## src/rtl/brk_pkg.sv

```systemverilog
package brk_pkg;

  localparam int COND_W = 7;

  typedef enum logic [1:0] {
    REG_TGT  = 2'd0,
    REG_MASK = 2'd1,
    REG_COND = 2'd2
  } brk_reg_e;

  // condition word: enable, direction, access kind, master
  typedef struct packed {
    logic       en;
    logic [1:0] dir_sel;
    logic [1:0] kind_sel;
    logic [1:0] mst_sel;
  } brk_cond_t;

  // selector code: bit0 admits the first option, bit1 the second
  function automatic logic sel_ok(input logic [1:0] sel, input logic alt);
    return alt ? sel[1] : sel[0];
  endfunction

endpackage

```

## src/rtl/brk_cfg_regs.sv

```systemverilog
module brk_cfg_regs
  import brk_pkg::*;
#(
  parameter int ADDR_W = 32
) (
  input  logic              clk,
  input  logic              rst_n,
  input  logic              cfg_we,
  input  logic [1:0]        cfg_sel,
  input  logic [ADDR_W-1:0] cfg_wdata,
  output logic [ADDR_W-1:0] tgt_q,
  output logic [ADDR_W-1:0] amask_q,
  output brk_cond_t         cond_q
);

  logic tgt_en, mask_en, cond_en;
  logic [ADDR_W-1:0] tgt_d, amask_d;
  brk_cond_t cond_d;

  always_comb begin
    tgt_en  = cfg_we && (brk_reg_e'(cfg_sel) == REG_TGT);
    mask_en = cfg_we && (brk_reg_e'(cfg_sel) == REG_MASK);
    cond_en = cfg_we && (brk_reg_e'(cfg_sel) == REG_COND);
    tgt_d   = cfg_wdata;
    amask_d = cfg_wdata;
    cond_d  = brk_cond_t'(cfg_wdata[COND_W-1:0]);
  end

  always_ff @(posedge clk or negedge rst_n) begin
    if (!rst_n) begin
      tgt_q   <= '0;
      amask_q <= '0;
      cond_q  <= '0;
    end else begin
      if (tgt_en)  tgt_q   <= tgt_d;
      if (mask_en) amask_q <= amask_d;
      if (cond_en) cond_q  <= cond_d;
    end
  end

endmodule

```

## src/rtl/brk_cycle_match.sv

```systemverilog
module brk_cycle_match
  import brk_pkg::*;
#(
  parameter int ADDR_W = 32
) (
  input  logic              bus_vld,
  input  logic [ADDR_W-1:0] bus_addr,
  input  logic              bus_dma,
  input  logic              bus_data,
  input  logic              bus_wr,
  input  logic [ADDR_W-1:0] tgt,
  input  logic [ADDR_W-1:0] amask,
  input  brk_cond_t         cond,
  output logic              cyc_hit
);

  localparam int NFLD = 3;

  logic [NFLD-1:0][1:0] sels;
  logic [NFLD-1:0]      attr;
  logic [NFLD-1:0]      fld_ok;
  logic                 addr_ok;

  assign sels = {cond.dir_sel, cond.kind_sel, cond.mst_sel};
  assign attr = {bus_wr, bus_data, bus_dma};

  for (genvar i = 0; i < NFLD; i++) begin : g_fld
    assign fld_ok[i] = sel_ok(sels[i], attr[i]);
  end

  always_comb begin
    addr_ok = (((bus_addr ^ tgt) & ~amask) == '0);
    cyc_hit = bus_vld && cond.en && addr_ok && (&fld_ok);
  end

endmodule

```

## src/rtl/brk_accept.sv

```systemverilog
module brk_accept #(
  parameter int MASK_W    = 4,
  parameter int BRK_LEVEL = 15
) (
  input  logic              clk,
  input  logic              rst_n,
  input  logic              cyc_hit,
  input  logic              irq_ack,
  input  logic [MASK_W-1:0] cpu_imask,
  output logic              brk_pend,
  output logic              brk_req
);

  localparam logic [MASK_W-1:0] LVL = MASK_W'(BRK_LEVEL);

  logic pend_q, pend_d, pend_en;

  always_comb begin
    pend_en = cyc_hit || irq_ack;
    pend_d  = cyc_hit;  // a new match outranks the acknowledge
  end

  always_ff @(posedge clk or negedge rst_n) begin
    if (!rst_n)       pend_q <= 1'b0;
    else if (pend_en) pend_q <= pend_d;
  end

  assign brk_pend = pend_q;
  assign brk_req  = pend_q && (cpu_imask < LVL);

endmodule

```

## src/rtl/brk_cycle_watch.sv

```systemverilog
module brk_cycle_watch
  import brk_pkg::*;
#(
  parameter int ADDR_W    = 32,
  parameter int MASK_W    = 4,
  parameter int BRK_LEVEL = 15
) (
  input  logic              clk,
  input  logic              rst_n,
  input  logic              cfg_we,
  input  logic [1:0]        cfg_sel,
  input  logic [ADDR_W-1:0] cfg_wdata,
  input  logic              bus_vld,
  input  logic [ADDR_W-1:0] bus_addr,
  input  logic              bus_dma,
  input  logic              bus_data,
  input  logic              bus_wr,
  input  logic [MASK_W-1:0] cpu_imask,
  input  logic              irq_ack,
  output logic              brk_pend,
  output logic              brk_req
);

  logic [1:0] rst_sync;
  logic       rst_int_n;

  always_ff @(posedge clk or negedge rst_n) begin
    if (!rst_n) rst_sync <= 2'b00;
    else        rst_sync <= {rst_sync[0], 1'b1};
  end
  assign rst_int_n = rst_sync[1];

  logic [ADDR_W-1:0] tgt_q, amask_q;
  brk_cond_t         cond_q;
  logic              cyc_hit;

  brk_cfg_regs #(.ADDR_W(ADDR_W)) regs_i (
    .clk      (clk),
    .rst_n    (rst_int_n),
    .cfg_we   (cfg_we),
    .cfg_sel  (cfg_sel),
    .cfg_wdata(cfg_wdata),
    .tgt_q    (tgt_q),
    .amask_q  (amask_q),
    .cond_q   (cond_q)
  );

  brk_cycle_match #(.ADDR_W(ADDR_W)) match_i (
    .bus_vld (bus_vld),
    .bus_addr(bus_addr),
    .bus_dma (bus_dma),
    .bus_data(bus_data),
    .bus_wr  (bus_wr),
    .tgt     (tgt_q),
    .amask   (amask_q),
    .cond    (cond_q),
    .cyc_hit (cyc_hit)
  );

  brk_accept #(.MASK_W(MASK_W), .BRK_LEVEL(BRK_LEVEL)) acc_i (
    .clk      (clk),
    .rst_n    (rst_int_n),
    .cyc_hit  (cyc_hit),
    .irq_ack  (irq_ack),
    .cpu_imask(cpu_imask),
    .brk_pend (brk_pend),
    .brk_req  (brk_req)
  );

endmodule

```

## config.mk

```make
export PLATFORM = sky130hd
export DESIGN_NAME = brk_cycle_watch
export DESIGN_NICKNAME = d
export VERILOG_FILES = /design/src/rtl/brk_pkg.sv /design/src/rtl/brk_cfg_regs.sv /design/src/rtl/brk_cycle_match.sv /design/src/rtl/brk_accept.sv /design/src/rtl/brk_cycle_watch.sv
export SDC_FILE = /design/constraint.sdc
export NUM_CORES = 1
export LEC_CHECK = 0
export BUFFER_PORTS_ARGS = -buffer_cell sky130_fd_sc_hd__buf_2
export CORE_UTILIZATION = 53
export DETAILED_ROUTE_END_ITERATION = 8
export PLACE_DENSITY = 0.79
export SLEW_MARGIN = 20
export SYNTH_ARGS = -nofsm -noshare
export SYNTH_HDL_FRONTEND = slang
export SYNTH_HIERARCHICAL = 1
export SYNTH_SLANG_ARGS = --single-unit
export TNS_END_PERCENT = 10
```

## constraint.sdc

```tcl
create_clock -name clk -period 2.7 [get_ports clk]
set_input_delay 0.27 -clock clk [delete_from_list [all_inputs] [get_ports clk]]
set_output_delay 0.27 -clock clk [all_outputs]
set_load 0.005 [all_outputs]
```

==> impl_metrics.tcl <==
set metrics [dict create \
    outcome "complete, no violations" \
    nets 390 \
    finClkSkew_ns 0.00814 \
    endpoint_kind "register" \
    die_w_um 80.4 \
    cp_data_arrival_time_ns 1.59 \
    power.leakage_nw 1.74 \
    post-route-period-util 0.506 \
    grt_pass1_wl_um 9390 \
    cts_htree_levels 3 \
    rsz0062_at_grt "no" \
    clk_latency_ns 0.34 \
    tritoncts "built" \
    core_sq_um 5920 \
    critical_path.top_delay_family "simple AND/OR/NAND/NOR gates" \
    routed_wl_um 5860 \
    cts_hold_buf 1 \
    clkTransAtPathRegs_ns 0.07 \
    syn_to_final_growth_pct 20.3 \
    cap_violations 0 \
    drcViolationCount 0 \
    gr-total-overflow 0 \
    crit_start "cfg_sel[0]" \
    antenna_cells 0 \
    io_buffer_count 79 \
    critPathMaxStageDelay_ns 0.57 \
    antenna_found_initial 1 \
    fmaxAchievable_mhz 731 \
    powerDensity_nw_per_um2 694 \
    critPathLaunchType "input pin" \
    place.gp.congestion 0.676 \
    firstDrtPassIters 4 \
    crit_chain "buf_2, nor3b_4, buf_12, mux2_2" \
    fin_tns_setup_ns 0 \
    postRouteAntennaNets 0 \
    post-dp-hpwl_um 4360 \
    drive_gt1_frac 0.543 \
    row_count 28 \
    clockRootBuffer "clkbuf_8" \
    cts_buffer_depth 2 \
    netlist_area_sq_um 3260 \
    grt_max_degree 40 \
    via_per_inst 5.16 \
    cp.depth 4 \
    worstSetupEndpoint "regs_i/tgt_q[15]" \
    ys_ff_latch 74 \
    syn_inst 223 \
    crit_buf_inv 2 \
    hold_violations 0 \
    worst_path_max_delay_cell "nor3b_4" \
    io_pins 80 \
    cts.sinks 74 \
    ys_types 21 \
    die_area_sq_um 6470 \
    syn-num-nets 301 \
    yosys-top-cells-area "dfrtp_1 57%, mux2_2 24%, xnor2_1 8.6%, o22ai_1 3.1%, buf_6 1.7%" \
    tightest_slew_ns 0.851 \
    final_core_util 0.662 \
    setup_viol 0 \
    rrSetupSlack_ns 1.35 \
    seq_area_frac_synth 0.568 \
    die_y_um 80.4 \
    hold_path_depth 2 \
    slew_headroom 0.433 \
    numCtsBuffers 9 \
    synth_area_per_cell_sq_um 14.6 \
    cts.repair.resized 0 \
    synth.top_cell.area_share 0.568 \
    route.vias.total 2022 \
    hp-class "in -> reg" \
    routedWlPerCell_um 15.0 \
    reg2reg_depth 6 \
    reg2reg_from "regs_i/tgt_q[5]" \
    cp_max_fo 22 \
    start_util 0.551 \
    crit_type "in -> reg" \
    timing.rr.end "acc_i/brk_pend" \
    slew_violations 0 \
    synthesis.yosys.warnings 6 \
    yosys.area.top_type "dfrtp_1" \
    grt_pass1_vias 2132 \
    grt_usage 0.201 \
    cp.required_ns 2.92 \
    post_cts_buffers 0 \
    drtIter0Drc 64 \
    ir_worst_vdd_mv 0.500 \
    timing.final.crit_period_ns 1.37 \
]
-- synthesized netlist by cell type, drive strengths merged --
cell type / n
nand3b: 2
o21bai: 1
nand2: 2
dfrtp: 74
nand3: 1
mux2i: 3
nor3b: 1
a41oi: 1
nor3: 1
xnor2: 32
mux2: 71
conb: 1
inv: 1
nor4: 1
o22ai: 16
nand4: 1
buf: 6
nor2: 8
-- layout make-up --
cell class	instances	area [sq um]
clock inverters	4	26.3
flip-flops and latches	74	1850
clock buffers	12	155
fillers	483	2000
inverters	1	3.75
well taps	75	93.8
repair buffers	84	448
multi-input cells	142	1340
-- worst min path at each step --
stage	startpoint	to	slack, ns
2_1_floorplan	rst_n	rst_sync[0]	-0.03
3_3_place_gp	rst_n	rst_sync[0]	0.06
3_5_place_dp	rst_n	rst_sync[0]	0.06
4_1_cts	irq_ack	acc_i/brk_pend	0.09
5_1_grt	irq_ack	acc_i/brk_pend	0.11
6_report	irq_ack	acc_i/brk_pend	0.10
-- flip-flops by register name (all words and copies together) (netlist names) --
register / count
rst_sync: 2
acc_i/brk_pend: 1
regs_i/cond_q: 7
regs_i/tgt_q: 32
regs_i/amask_q: 32
-- stage by stage --
step	setup WS (ns)	power (W)	std cells	cell area, sq um	hold WS, ns
CTS	1.31	0.00276	392	3920	0.0898
finish	1.33	0.00272	392	3920	0.103
global placement	0.989	0.00195	375	3730	0.0565
detailed placement	0.945	0.00198	375	3730	0.0566
global route	1.24	0.00286	392	3920	0.107
floorplan	0.487	0.00181	223	3260	-0.0256
-- power breakdown --
group | total (W) | leakage, nW | switching (W) | internal (W)
Combinational | 0.000511 | 0.774 | 0.000188 | 0.000324
Sequential | 0.00144 | 0.876 | 0.000128 | 0.00131
Clock | 0.000770 | 0.0924 | 0.000387 | 0.000383
Total | 0.00272 | 1.74 | 0.000703 | 0.00202
-- kinds of logic (layout without fill, tap and decap cells) --
group / Yosys count / count (layout) / synth area share
other: 1 / 1 / 0.00115
AO/OA/AOI/OAI: 18 / 18 / 0.0380
flip-flops: 74 / 74 / 0.568
multiplexers: 74 / 74 / 0.255
XOR/XNOR: 32 / 32 / 0.0860
AND/OR/NAND/NOR: 17 / 17 / 0.0315
buffers and inverters: 7 / 101 / 0.0207
-- worst register-to-register path, cell delays in order (launching register included) --
cell      delay, ns
dfrtp_1        0.39
xnor2_1        0.20
o22ai_1        0.13
nor2_1         0.14
nand4_1        0.12
nor3_2         0.18
o21bai_1       0.12
-- placed cells by master (no fill, tap or decap) --
master and count:
dlygate4sd3_1 1, dfrtp_2 1, nand3_1 1, nand4_1 1, nand3b_2 1, clkbuf_1 1
a41oi_2 1, buf_12 1, nor4_1 1, clkinv_2 2, nand2_1 2, buf_4 3
dfrtp_1 73, clkinvlp_4 1, nor3b_4 1, mux2_2 69, inv_1 1, o22ai_1 16
mux2_1 2, nor2_1 8, clkbuf_8 11, conb_1 1, nor3_2 1, nand3b_1 1
mux2i_1 3, xnor2_1 32, buf_2 79, clkinv_4 1, o21bai_1 1
-- metal layers --
layer / up-vias / routed length, um / GRT usage / share of wire
li1: 972 / - / - / -
met1: 977 / 2570 / 0.245 / 0.44
met2: 59 / 2850 / 0.331 / 0.49
met3: 12 / 348 / 0.0648 / 0.059
met4: 2 / 74 / 0.0750 / 0.013
met5: - / 17 / 0 / 0.0029
(Power assumes the default switching activity.)
